[src/rtl/spi_tgt_pkg.sv]
`timescale 1ns/1ps
package spi_tgt_pkg;

  typedef struct packed {
    logic sample;
    logic shift;
  } edge_ev_t;

  // Turn a pair of clock samples into sample/shift events for the chosen timing.
  function automatic edge_ev_t classify_edge(input logic sck_now, input logic sck_was,
                                             input logic cpol, input logic cke);
    logic lvl_now, lvl_was, lead, trail;
    edge_ev_t ev;
    lvl_now   = sck_now ^ cpol;
    lvl_was   = sck_was ^ cpol;
    lead      = lvl_now & ~lvl_was;
    trail     = ~lvl_now & lvl_was;
    ev.sample = cke ? trail : lead;
    ev.shift  = cke ? lead : trail;
    return ev;
  endfunction

  // Frame gate: select only counts when select control is on.
  function automatic logic port_gate(input logic en, input logic sel_ctl, input logic ssn);
    return en & (~sel_ctl | ~ssn);
  endfunction

endpackage

[src/rtl/spi_tgt_sync.sv]
`timescale 1ns/1ps
module spi_tgt_sync #(
  parameter int unsigned W       = 1,
  parameter int unsigned STAGES  = 2,
  parameter logic [W-1:0] RST_VAL = '0
) (
  input  logic         clk,
  input  logic         rst_n,
  input  logic [W-1:0] d,
  output logic [W-1:0] q
);
  logic [STAGES-1:0][W-1:0] stg;

  always_ff @(posedge clk or negedge rst_n) begin
    if (!rst_n) stg <= {STAGES{RST_VAL}};
    else        stg <= {stg[STAGES-2:0], d};
  end

  assign q = stg[STAGES-1];
endmodule

[src/rtl/spi_tgt_shifter.sv]
`timescale 1ns/1ps
module spi_tgt_shifter
  import spi_tgt_pkg::*;
#(
  parameter int unsigned DW = 8,
  localparam int unsigned CW = $clog2(DW)
) (
  input  logic          clk,
  input  logic          rst_n,
  input  logic          active,
  input  logic          sck_s,
  input  logic          sdi_s,
  input  logic          cpol,
  input  logic          cke,
  input  logic          tx_wr,
  input  logic [DW-1:0] tx_data,
  output logic          sdo_bit,
  output logic          byte_done,
  output logic [DW-1:0] byte_val
);
  logic          sck_d;
  logic [CW-1:0] cnt;
  logic          held, held_v;
  logic [DW-1:0] sr;
  edge_ev_t      ev;
  logic          sample_ev, shift_ev, last_bit, idle, tx_load;

  assign ev        = classify_edge(sck_s, sck_d, cpol, cke);
  assign sample_ev = ev.sample;
  assign shift_ev  = ev.shift;
  assign last_bit  = (cnt == CW'(DW - 1));
  assign idle      = (cnt == '0) && !held_v;
  assign byte_done = active & sample_ev & last_bit;
  assign byte_val  = {sr[DW-2:0], sdi_s};
  assign tx_load   = tx_wr & idle & ~(active & sample_ev);
  assign sdo_bit   = sr[DW-1];

  always_ff @(posedge clk or negedge rst_n) begin
    if (!rst_n) begin
      sck_d  <= 1'b0;
      cnt    <= '0;
      held   <= 1'b0;
      held_v <= 1'b0;
      sr     <= '0;
    end else begin
      sck_d <= sck_s;
      if (!active) begin
        cnt    <= '0;
        held_v <= 1'b0;
      end else if (sample_ev) begin
        if (last_bit) begin
          cnt    <= '0;
          held_v <= 1'b0;
          sr     <= byte_val;
        end else begin
          cnt    <= cnt + 1'b1;
          held   <= sdi_s;
          held_v <= 1'b1;
        end
      end else if (shift_ev && held_v) begin
        sr     <= {sr[DW-2:0], held};
        held_v <= 1'b0;
      end
      if (tx_load) sr <= tx_data;
    end
  end


  frame_reset_chk: assert property (@(posedge clk) disable iff (!rst_n)
    !active |=> (cnt == '0 && !held_v));

  tx_load_chk: assert property (@(posedge clk) disable iff (!rst_n)
    tx_load |=> (sr == $past(tx_data)));

  sr_hold_chk: assert property (@(posedge clk) disable iff (!rst_n)
    (active && !sample_ev && !shift_ev && !tx_load) |=> $stable(sr));
endmodule

[src/rtl/spi_tgt_rxbuf.sv]
`timescale 1ns/1ps
module spi_tgt_rxbuf #(
  parameter int unsigned DW = 8
) (
  input  logic          clk,
  input  logic          rst_n,
  input  logic          byte_done,
  input  logic [DW-1:0] byte_val,
  input  logic          rx_rd,
  input  logic          flag_clr,
  input  logic          ovf_clr,
  output logic [DW-1:0] rx_data,
  output logic          done,
  output logic          ovf
);
  logic full, room, load_ok, lost;

  assign room    = ~full | rx_rd;
  assign load_ok = byte_done & room;
  assign lost    = byte_done & ~room;

  always_ff @(posedge clk or negedge rst_n) begin
    if (!rst_n) begin
      rx_data <= '0;
      full    <= 1'b0;
      done    <= 1'b0;
      ovf     <= 1'b0;
    end else begin
      if (load_ok) rx_data <= byte_val;
      if (load_ok)    full <= 1'b1;
      else if (rx_rd) full <= 1'b0;
      if (byte_done)     done <= 1'b1;
      else if (flag_clr) done <= 1'b0;
      if (lost)         ovf <= 1'b1;
      else if (ovf_clr) ovf <= 1'b0;
    end
  end


  done_set_chk: assert property (@(posedge clk) disable iff (!rst_n)
    byte_done |=> done);

  load_chk: assert property (@(posedge clk) disable iff (!rst_n)
    (byte_done && (!full || rx_rd)) |=> (rx_data == $past(byte_val)));

  no_overwrite_chk: assert property (@(posedge clk) disable iff (!rst_n)
    (byte_done && full && !rx_rd) |=> (ovf && $stable(rx_data)));

  flag_clr_chk: assert property (@(posedge clk) disable iff (!rst_n)
    (flag_clr && !byte_done) |=> !done);
endmodule

[src/rtl/spi_tgt_port.sv]
`timescale 1ns/1ps
module spi_tgt_port
  import spi_tgt_pkg::*;
#(
  parameter int unsigned DW       = 8,
  parameter int unsigned MODE_W   = 4,
  parameter logic [MODE_W-1:0] SEL_CODE = 4'h4,
  parameter int unsigned SYNC_STAGES = 2
) (
  input  logic              clk,
  input  logic              rst_n,
  input  logic              en,
  input  logic [MODE_W-1:0] mode,
  input  logic              cpol,
  input  logic              cke,
  input  logic              drv_en,
  input  logic              sck_in,
  input  logic              ssn_in,
  input  logic              sdi_in,
  input  logic [DW-1:0]     tx_data,
  input  logic              tx_wr,
  input  logic              rx_rd,
  input  logic              flag_clr,
  input  logic              ovf_clr,
  output logic              sdo,
  output logic              sdo_oe,
  output logic [DW-1:0]     rx_data,
  output logic              xfer_done,
  output logic              rx_ovf
);
  logic          sck_s, ssn_s, sdi_s;
  logic          sel_ctl, active;
  logic          byte_done;
  logic [DW-1:0] byte_val;

  spi_tgt_sync #(.W(3), .STAGES(SYNC_STAGES), .RST_VAL(3'b010)) u_sync (
    .clk  (clk),
    .rst_n(rst_n),
    .d    ({sck_in, ssn_in, sdi_in}),
    .q    ({sck_s, ssn_s, sdi_s})
  );

  assign sel_ctl = (mode == SEL_CODE);
  assign active  = port_gate(en, sel_ctl, ssn_s);
  // Driver release uses the raw select pin so it takes effect at once.
  assign sdo_oe  = drv_en & port_gate(en, sel_ctl, ssn_in);

  spi_tgt_shifter #(.DW(DW)) u_shift (
    .clk      (clk),
    .rst_n    (rst_n),
    .active   (active),
    .sck_s    (sck_s),
    .sdi_s    (sdi_s),
    .cpol     (cpol),
    .cke      (cke),
    .tx_wr    (tx_wr),
    .tx_data  (tx_data),
    .sdo_bit  (sdo),
    .byte_done(byte_done),
    .byte_val (byte_val)
  );

  spi_tgt_rxbuf #(.DW(DW)) u_rxbuf (
    .clk      (clk),
    .rst_n    (rst_n),
    .byte_done(byte_done),
    .byte_val (byte_val),
    .rx_rd    (rx_rd),
    .flag_clr (flag_clr),
    .ovf_clr  (ovf_clr),
    .rx_data  (rx_data),
    .done     (xfer_done),
    .ovf      (rx_ovf)
  );


  idle_no_done_chk: assert property (@(posedge clk) disable iff (!rst_n)
    !en |-> !byte_done);
endmodule

[config.mk]
export PLATFORM = sky130hd
export DESIGN_NAME = spi_tgt_port
export DESIGN_NICKNAME = d
export VERILOG_FILES = /design/src/rtl/spi_tgt_pkg.sv /design/src/rtl/spi_tgt_sync.sv /design/src/rtl/spi_tgt_shifter.sv /design/src/rtl/spi_tgt_rxbuf.sv /design/src/rtl/spi_tgt_port.sv
export SDC_FILE = /design/constraint.sdc
export NUM_CORES = 1
export LEC_CHECK = 0
export BUFFER_PORTS_ARGS = -buffer_cell sky130_fd_sc_hd__buf_2
export CAP_MARGIN = 25
export CORE_MARGIN = 2
export CORE_UTILIZATION = 50
export CTS_CLUSTER_SIZE = 16
export DETAILED_ROUTE_END_ITERATION = 12
export PLACE_DENSITY = 0.76
export SLEW_MARGIN = 20
export SYNTH_ARGS = -nofsm -noshare
export SYNTH_HDL_FRONTEND = slang
export SYNTH_SLANG_ARGS = --single-unit
[constraint.sdc]
create_clock -name clk -period 3.65 [get_ports clk]
set_input_delay 0.365 -clock clk [delete_from_list [all_inputs] [get_ports clk]]
set_output_delay 0.365 -clock clk [all_outputs]
set_load 0.05 [all_outputs]
==> results.toml, run 1 <==
[status]
status = "finished, final reports clean"

[die]
num_rows = 19
die_h_um = 57.0
die_area_um2 = 3250
start_util = 0.518
die_x_um = 57.0
ios = 37
core_um2 = 2710

[clock_tree]
h-tree-depth = 2
cts_setup_buffers = 0
clock-sinks = 31
clk_latency_ns = 0.32
ctsResizeCount = 0
cts_root_buffer = "clkbuf_4"
numCtsBuffers = 5
tritoncts = "yes"
holdBufCountCts = 0
cts.path.max_buffers = 2
clk_pin_slew_ns = 0.10

[sta]
final_hold_viol_count = 0
finalSetupViolations = 0
rsz0062_at_grt = "no"
tns_ns = 0
max-slew-margin-rel = 0.560
period_share = 0.547
report.final.slew_viol_count = 0
max_slew.worst_pin.slew_ns = 0.661
finalCriticalPeriod_ns = 1.99
fmax_mhz = 501
final.setup_skew_ns = 0.00501

[logic_synthesis]
yosys-top-cells-area = "dfrtp_1 (52%), mux2_2 (18%), dfstp_2 (3.7%)"
synth_top_area_frac = 0.517
yosysUniqueCellTypes = 28
synth_common_cells = "dfrtp_1 (29), mux2_2 (23), inv_1 (5), nor2_1 (5), a21oi_1 (4)"
synthCells = 99
ys_ff_latch = 31
yosysMostFrequentCell = "dfrtp_1"
synth_fp_nets = 127
syn_area_um2 = 1400
synth.avg_cell_area_um2 = 14.2
synth-main-ff-cell = "dfrtp_1"
synth-seq-area-share = 0.555
synth_warnings = 0
yosysTopAreaCell = "dfrtp_1"
synthArstFlopShare = 1.00
synth-edff-count = 0

[route]
vias_per_cell = 5.12
drt_pass1_iterations = 4
remaining_drc_errors = 0
wl_per_cell_um = 13.6
ant_nets = 0
wl_um = 2340
drt_iter0_markers = 14
vias = 880

[placement]
io_buffers = 36
gp_congestion = 0.737
dp_cells = 164
hpwl_um = 1780

[grt]
grt_overflow = 0
antenna_found_initial = 0
grt_use_total = 0.164
grt_pass1_wl_um = 3980
grt_max_degree = 32
grt_pass1_vias = 898

[final_layout]
syn2layout_area_growth_pct = 19.4
n_fill_cell = 220
layout-drive-gt1-share = 0.574
nets = 168
antenna_cells = 0
fin_cells = 172

[job]
maxCapViolCount = 0

[power]
vdd_drop_max_mv = 0.350
p_leak_nw = 0.848
p_per_area_nw_per_um2 = 504

[setup_path]
critical_path_arrival_ns = 2.21
crit_type = "reg -> reg"
critPathRequiredTime_ns = 3.87
cp-start-kind = "flip-flop"
cp_max_fo = 8
end_kind = "flip-flop"

[min_path]
hold_class = "in -> async"
## per-layer routing
layer / track usage / vias to the layer above / part of all wire
met5: 0 / - / 0
met4: 0.0897 / 0 / 0.016
met3: 0.0476 / 6 / 0.052
met2: 0.264 / 23 / 0.51
met1: 0.197 / 422 / 0.42
li1: - / 429 / -
## cell families (layout without fill, tap and decap cells)
logic type	after synthesis	after routing	share of synthesized area
xor gates and xnor gates	1	1	0.0116
AOI/OAI and AO/OA	12	12	0.0669
DFF	31	31	0.555
muxes	28	28	0.240
buffers and inverters	7	49	0.0268
and+or+nand+nor	17	17	0.0732
adders and majority gates	3	3	0.0268
## metrics by stage
step                      utilization  setup WS, ns  instance area, um^2  hold WS [ns]  power (mW)
final                           0.618          1.66                 1680        0.0623       0.844
after detailed placement        0.591          1.45                 1600         0.335       0.627
after CTS                       0.618          1.63                 1680        0.0776       0.856
after global placement          0.591          1.52                 1600         0.334       0.619
after global routing            0.618          1.48                 1680         0.110       0.895
after floorplan                     -          1.68                 1400        0.0694       0.580
## registers in the layout, indices dropped and copies added, names as in the netlist
signal / count
u_rxbuf.done: 1
u_rxbuf.full: 1
u_rxbuf.ovf: 1
u_rxbuf.rx_data: 8
u_shift.cnt: 3
u_shift.held: 1
u_shift.held_v: 1
u_shift.sck_d: 1
u_shift.sr: 8
u_sync.q: 3
u_sync.stg: 3
## report_power, final
| part | switching (mW) | internal [mW] |
|---|---|---|
| logic | 0.0795 | 0.106 |
| registers | 0.0336 | 0.398 |
| clock network | 0.115 | 0.113 |
## layout by cell type (no fill, tap or decap), types with 2 or more instances in the layout
master / netlist / layout
and2b_1: 2 / 2
a21oi_1: 4 / 4
ha_1: 3 / 3
nand2_1: 3 / 3
mux2_2: 23 / 23
dfrtp_1: 29 / 29
buf_2: 0 / 36
nor2_1: 5 / 5
inv_1: 5 / 5
clkbuf_8: 0 / 2
a21bo_2: 2 / 2
o21ai_0: 2 / 2
mux2_4: 3 / 3
dfstp_2: 2 / 2
clkbuf_4: 0 / 5
## cell type report
type                       count  area [um^2]  area share
multi-input combinational     61          587       0.350
clock buffer                   7         65.1      0.0388
timing repair buffer          36          180       0.108
sequential                    31          778       0.465
tap                           31         38.8      0.0232
inverter                       5         18.8      0.0112
clock inverter                 1         7.51     0.00448
## critical path, cell delays in order (launching register included)
cell	delay, ns
dfrtp_1	0.42
inv_1	0.07
ha_1	0.13
nor4bb_1	0.48
o21ai_4	0.21
mux2_4	0.34
mux2_4	0.25
## path summary, 6_finish.rpt
path	depth (start not counted)	slack [ns]	to	start
max reg2reg	6	1.66	u_shift.sr[0]	u_shift.cnt[0]
min reg2reg	0	0.35	u_sync.q[2]	u_sync.stg[2]
max	6	1.66	u_shift.sr[0]	u_shift.cnt[0]
min	1	0.06	u_shift.sck_d	rst_n
max in group asynchronous	1	3.16	u_rxbuf.rx_data[7]	rst_n
min in group clk	1	0.14	u_sync.stg[2]	sck_in
(Power assumes the default switching activity.)
==> run 2: changes to the inputs <==
==> constraint.sdc (replaced) <==
create_clock -name clk -period 2.05 [get_ports clk]
set_input_delay 0.205 -clock clk [delete_from_list [all_inputs] [get_ports clk]]
set_output_delay 0.205 -clock clk [all_outputs]
set_load 0.05 [all_outputs]
==> results.toml, run 2 (same netlist as run 1, synthesis figures left out) <==
[final_layout]
nets = 179
final_common_cell = "buf_2"
syn2layout_area_growth_pct = 27.1
fin_cells = 183
reg_top3 = "u_rxbuf.rx_data: 8 flops, u_shift.sr: 8 flops"
final_cell_mix = "buf_2 (36), dfrtp_1 (29), mux2_2 (23), buf_4 (7)"
post-route-util = 0.658
n_fill_cell = 221
layout-drive-gt1-share = 0.586
antenna_cells = 0

[sta]
max-slew-margin-rel = 0.558
max_slew.worst_pin.slew_ns = 0.663
rsz0062_at_grt = "no"
fin_hold_ws_ns = 0.0612
finalCriticalPeriod_ns = 1.93
fmax_mhz = 519
final_hold_viol_count = 0
report.final.slew_viol_count = 0
period_share = 0.940
finalWorstSetupSlack_ns = 0.123
finalSetupViolations = 0
final.setup_skew_ns = 0.00256
tns_ns = 0

[clock_tree]
clk_pin_slew_ns = 0.09
clock-sinks = 31
clk_latency_ns = 0.33
cts_root_buffer = "clkbuf_4"
tritoncts = "yes"
cts.path.max_buffers = 2
h-tree-depth = 2
numCtsBuffers = 5

[setup_path]
critPathRequiredTime_ns = 2.27
cp_common_cell = "mux2_2"
r2r_start = "u_shift.sck_d"
reg2reg_setup_slack_ns = 0.12
crit_type = "reg -> reg"
rr_endpoint = "u_shift.sr[1]"
cp_cell_sequence = "and2b_1 > mux2i_4 > buf_4 > o21ai_4 > mux2_2 > mux2_2"
cp-start-kind = "flip-flop"
end_kind = "flip-flop"
cp_max_fo = 8
critical_path_arrival_ns = 2.15
reg2regPathDepth = 6
cp_slowest_cell = "dfrtp_1"
slowest_delay_ns = 0.38

[placement]
hpwl_um = 1650
gp_congestion = 0.842
dp_cells = 168
dp_slack_ns = 0.0890
io_buffers = 36

[power]
vdd_drop_max_mv = 0.714
p_leak_nw = 0.907
p_per_area_nw_per_um2 = 909

[grt]
grt_pass1_wl_um = 4010
antenna_found_initial = 0
grt_max_degree = 32
grt_pass1_vias = 923
grt_use_total = 0.168
grt_overflow = 0

[die]
die_x_um = 57.0
core_um2 = 2710
die_area_um2 = 3250
start_util = 0.518
die_h_um = 57.0
ios = 37
num_rows = 19

[route]
drt_iter0_markers = 16
wl_per_cell_um = 13.1
remaining_drc_errors = 0
ant_nets = 0
drt_pass1_iterations = 3
wl_um = 2390
vias = 905
vias_per_cell = 4.95

[min_path]
min_to = "u_rxbuf.done"
hold_class = "in -> reg"
min_path_cells = 2
worstHoldStart = "flag_clr"

[job]
maxCapViolCount = 0

[status]
status = "finished, final reports clean"
[run 2: final cells by class]
| cell class | instances | area (um^2) | share of cell area |
|---|---|---|---|
| flip-flops and latches | 31 | 778 | 0.436 |
| multi-input cells | 61 | 588 | 0.330 |
| repair buffers | 47 | 273 | 0.153 |
| clock buffers | 6 | 51.3 | 0.0288 |
| well taps | 31 | 38.8 | 0.0218 |
| clock inverters | 2 | 35.0 | 0.0196 |
| inverters | 5 | 18.8 | 0.0105 |
[run 2: critical path, delay by kind of cell, from the launching register on]
family          cells  cell delay, ns
flops               1            0.38
simple gates        1            0.26
mux                 3            0.74
compound gates      1            0.29
buf+inv             1            0.15
[run 2: timing repair]
action / 4_1_cts / 5_1_grt
hold buffers: 4 / 0
resized for setup: 0 / 1
buffers inserted: 0 / 3
endpoints found under the hold margin: 32 / 0
endpoints found under the setup margin: 0 / 7
[run 2: how the worst max path moves through the flow]
stage,slack (ns),cells after the start,to,startpoint
floorplan,0.18,6,u_shift.sr[0],u_shift.cnt[0]
global placement,0.13,7,u_shift.sr[7],cpol
detailed placement,0.09,7,u_shift.sr[1],cpol
CTS,0.09,6,u_shift.sr[1],u_sync.q[2]
global route,0.04,6,u_shift.sr[5],u_shift.sck_d
finish,0.12,6,u_shift.sr[1],u_shift.sck_d
[run 2: power by group]
part           switching (mW)  internal [mW]  leakage [nW]
Combinational           0.148          0.209         0.465
Sequential             0.0629          0.708         0.394
Clock                   0.205          0.288        0.0482
Total                   0.416           1.21         0.907
[run 2: metal layers]
metal  up-vias  track usage  part of all wire
li1        451            -                 -
met1       427        0.209              0.47
met2        22        0.256              0.46
met3         5       0.0476             0.052
met4         0        0.110             0.019
met5         -            0                 0
[run 2: through the flow]
step / power [mW] / area [um^2]
after floorplan: 1.03 / 1400
after global placement: 1.11 / 1630
after detailed placement: 1.13 / 1630
after CTS: 1.63 / 1760
after global routing: 1.71 / 1780
final: 1.62 / 1780
==> run 3: changes to the inputs <==
--- a/config.mk
+++ b/config.mk
@@ -11,7 +11,7 @@
 export CORE_UTILIZATION = 50
 export CTS_CLUSTER_SIZE = 16
 export DETAILED_ROUTE_END_ITERATION = 12
-export PLACE_DENSITY = 0.76
+export PLACE_DENSITY_LB_ADDON = 0.3
 export SLEW_MARGIN = 20
 export SYNTH_ARGS = -nofsm -noshare
 export SYNTH_HDL_FRONTEND = slang
==> results.toml, run 3 (same netlist as run 1, synthesis figures left out) <==
[min_path]
worstHoldStart = "ovf_clr"
hold_class = "in -> reg"

[power]
vdd_drop_max_mv = 0.794
intPower_mw = 1.20
combPwrFrac = 0.214
p_leak_nw = 0.890
power_frac_seq = 0.481
p_per_area_nw_per_um2 = 917
power_frac_clock = 0.304
p_sw_uw = 412
swShare = 0.256
total_power_mw = 1.61

[sta]
finalWorstSetupSlack_ns = 0.195
period_share = 0.905
finalSetupViolations = 0
max_slew.worst_pin.slew_ns = 0.666
final.setup_skew_ns = 0.00957
report.final.slew_viol_count = 0
max-slew-margin-rel = 0.556
finalCriticalPeriod_ns = 1.86
tns_ns = 0
final_hold_viol_count = 0
rsz0062_at_grt = "no"
fmax_mhz = 539

[die]
die_area_um2 = 3250
die_h_um = 57.0
start_util = 0.518
num_rows = 19
ios = 37
core_um2 = 2710
die_x_um = 57.0

[setup_path]
reg2reg_setup_slack_ns = 0.19
reg2regPathDepth = 7
cp-endpoint = "u_shift.sr[7]"
cp_common_cell = "mux2_2"
crit_type = "reg -> reg"
crit_path_start = "u_shift.cnt[0]"
critPathRequiredTime_ns = 2.27
r2r_start = "u_shift.cnt[0]"
critical_path_arrival_ns = 2.07
cp-start-kind = "flip-flop"
rr_endpoint = "u_shift.sr[7]"
cp_cell_sequence = "inv_1 > ha_1 > nor4bb_1 > buf_4 > o21ai_4 > mux2_2 > mux2_2"
cp_max_fo = 8
cp_slowest_cell = "dfrtp_1"
slowest_delay_ns = 0.43
end_kind = "flip-flop"

[grt]
grt_pass1_wl_um = 4090
grt_pass1_vias = 964
grt_overflow = 0
grt_max_degree = 32
grt_use_total = 0.167
antenna_found_initial = 0

[placement]
dp_slack_ns = 0.0570
io_buffers = 36
hpwl_um = 1750
gp_congestion = 0.720

[final_layout]
final_cell_mix = "buf_2 (36), dfrtp_1 (29), mux2_2 (23)"
post-route-util = 0.646
syn2layout_area_growth_pct = 24.9
nets = 175
layout-drive-gt1-share = 0.568
final_common_cell = "buf_2"
reg_top3 = "u_rxbuf.rx_data: 8 flops, u_shift.sr: 8 flops"
antenna_cells = 0

[route]
wl_per_cell_um = 13.3
drt_iter0_markers = 7
wl_um = 2380
remaining_drc_errors = 0
vias = 921
drt_pass1_iterations = 4
ant_nets = 0
vias_per_cell = 5.15

[clock_tree]
clk_pin_slew_ns = 0.09
tritoncts = "yes"
h-tree-depth = 2
cts.path.max_buffers = 2
cts_setup_buffers = 0
clk_latency_ns = 0.33
numCtsBuffers = 5
cts_root_buffer = "clkbuf_4"
holdBufCountCts = 4
clock-sinks = 31
ctsResizeCount = 0

[status]
status = "finished, final reports clean"

[job]
maxCapViolCount = 0
[run 3: final cells by class]
class | instances | area, um^2
Fill cell | 210 | 958
Clock inverter | 2 | 35.0
Inverter | 5 | 18.8
Multi-Input combinational cell | 61 | 587
Timing Repair Buffer | 43 | 243
Clock buffer | 6 | 51.3
Sequential cell | 31 | 778
Tap cell | 31 | 38.8
[run 3: metrics by stage]
stage                     cell area, um^2  std cells  hold WS (ns)
after global routing                 1750        179        0.0561
after floorplan                      1400         99       -0.0906
final                                1750        179        0.0652
after global placement               1630        167         0.272
after CTS                            1750        179        0.0507
after detailed placement             1630        167         0.278
[run 3: worst min path at each step]
stage                     slack [ns]  cells after the start            to
after floorplan                -0.09                      0  u_rxbuf.done
after global placement          0.27                      1  u_rxbuf.done
after detailed placement        0.28                      1  u_rxbuf.done
after CTS                       0.05                      2   u_rxbuf.ovf
after global routing            0.06                      2   u_rxbuf.ovf
final                           0.07                      2   u_rxbuf.ovf
[run 3: critical path, delay by kind of cell (launching register included)]
family / cells / cell delay [ns]
muxes: 2 / 0.57
DFF: 1 / 0.43
and+or+nand+nor: 1 / 0.27
buffers and inverters: 2 / 0.26
adders and majority gates: 1 / 0.13
AOI/OAI and AO/OA: 1 / 0.10
[run 3: layer usage]
layer  GRT usage  share of wire  vias up
li1            -              -      446
met1       0.211           0.43      437
met2       0.271           0.50       31
met3      0.0476          0.050        7
met4      0.0698          0.021        0
met5           0              0        -
[run 3: power groups by stage]
| stage | clock network, mW | registers (mW) | logic [mW] |
|---|---|---|---|
| finish | 0.489 | 0.774 | 0.345 |
| global route | 0.538 | 0.786 | 0.375 |
| CTS | 0.509 | 0.773 | 0.350 |
| detailed placement | 0 | 0.786 | 0.342 |
| global placement | 0 | 0.781 | 0.332 |
| floorplan | 0 | 0.799 | 0.235 |
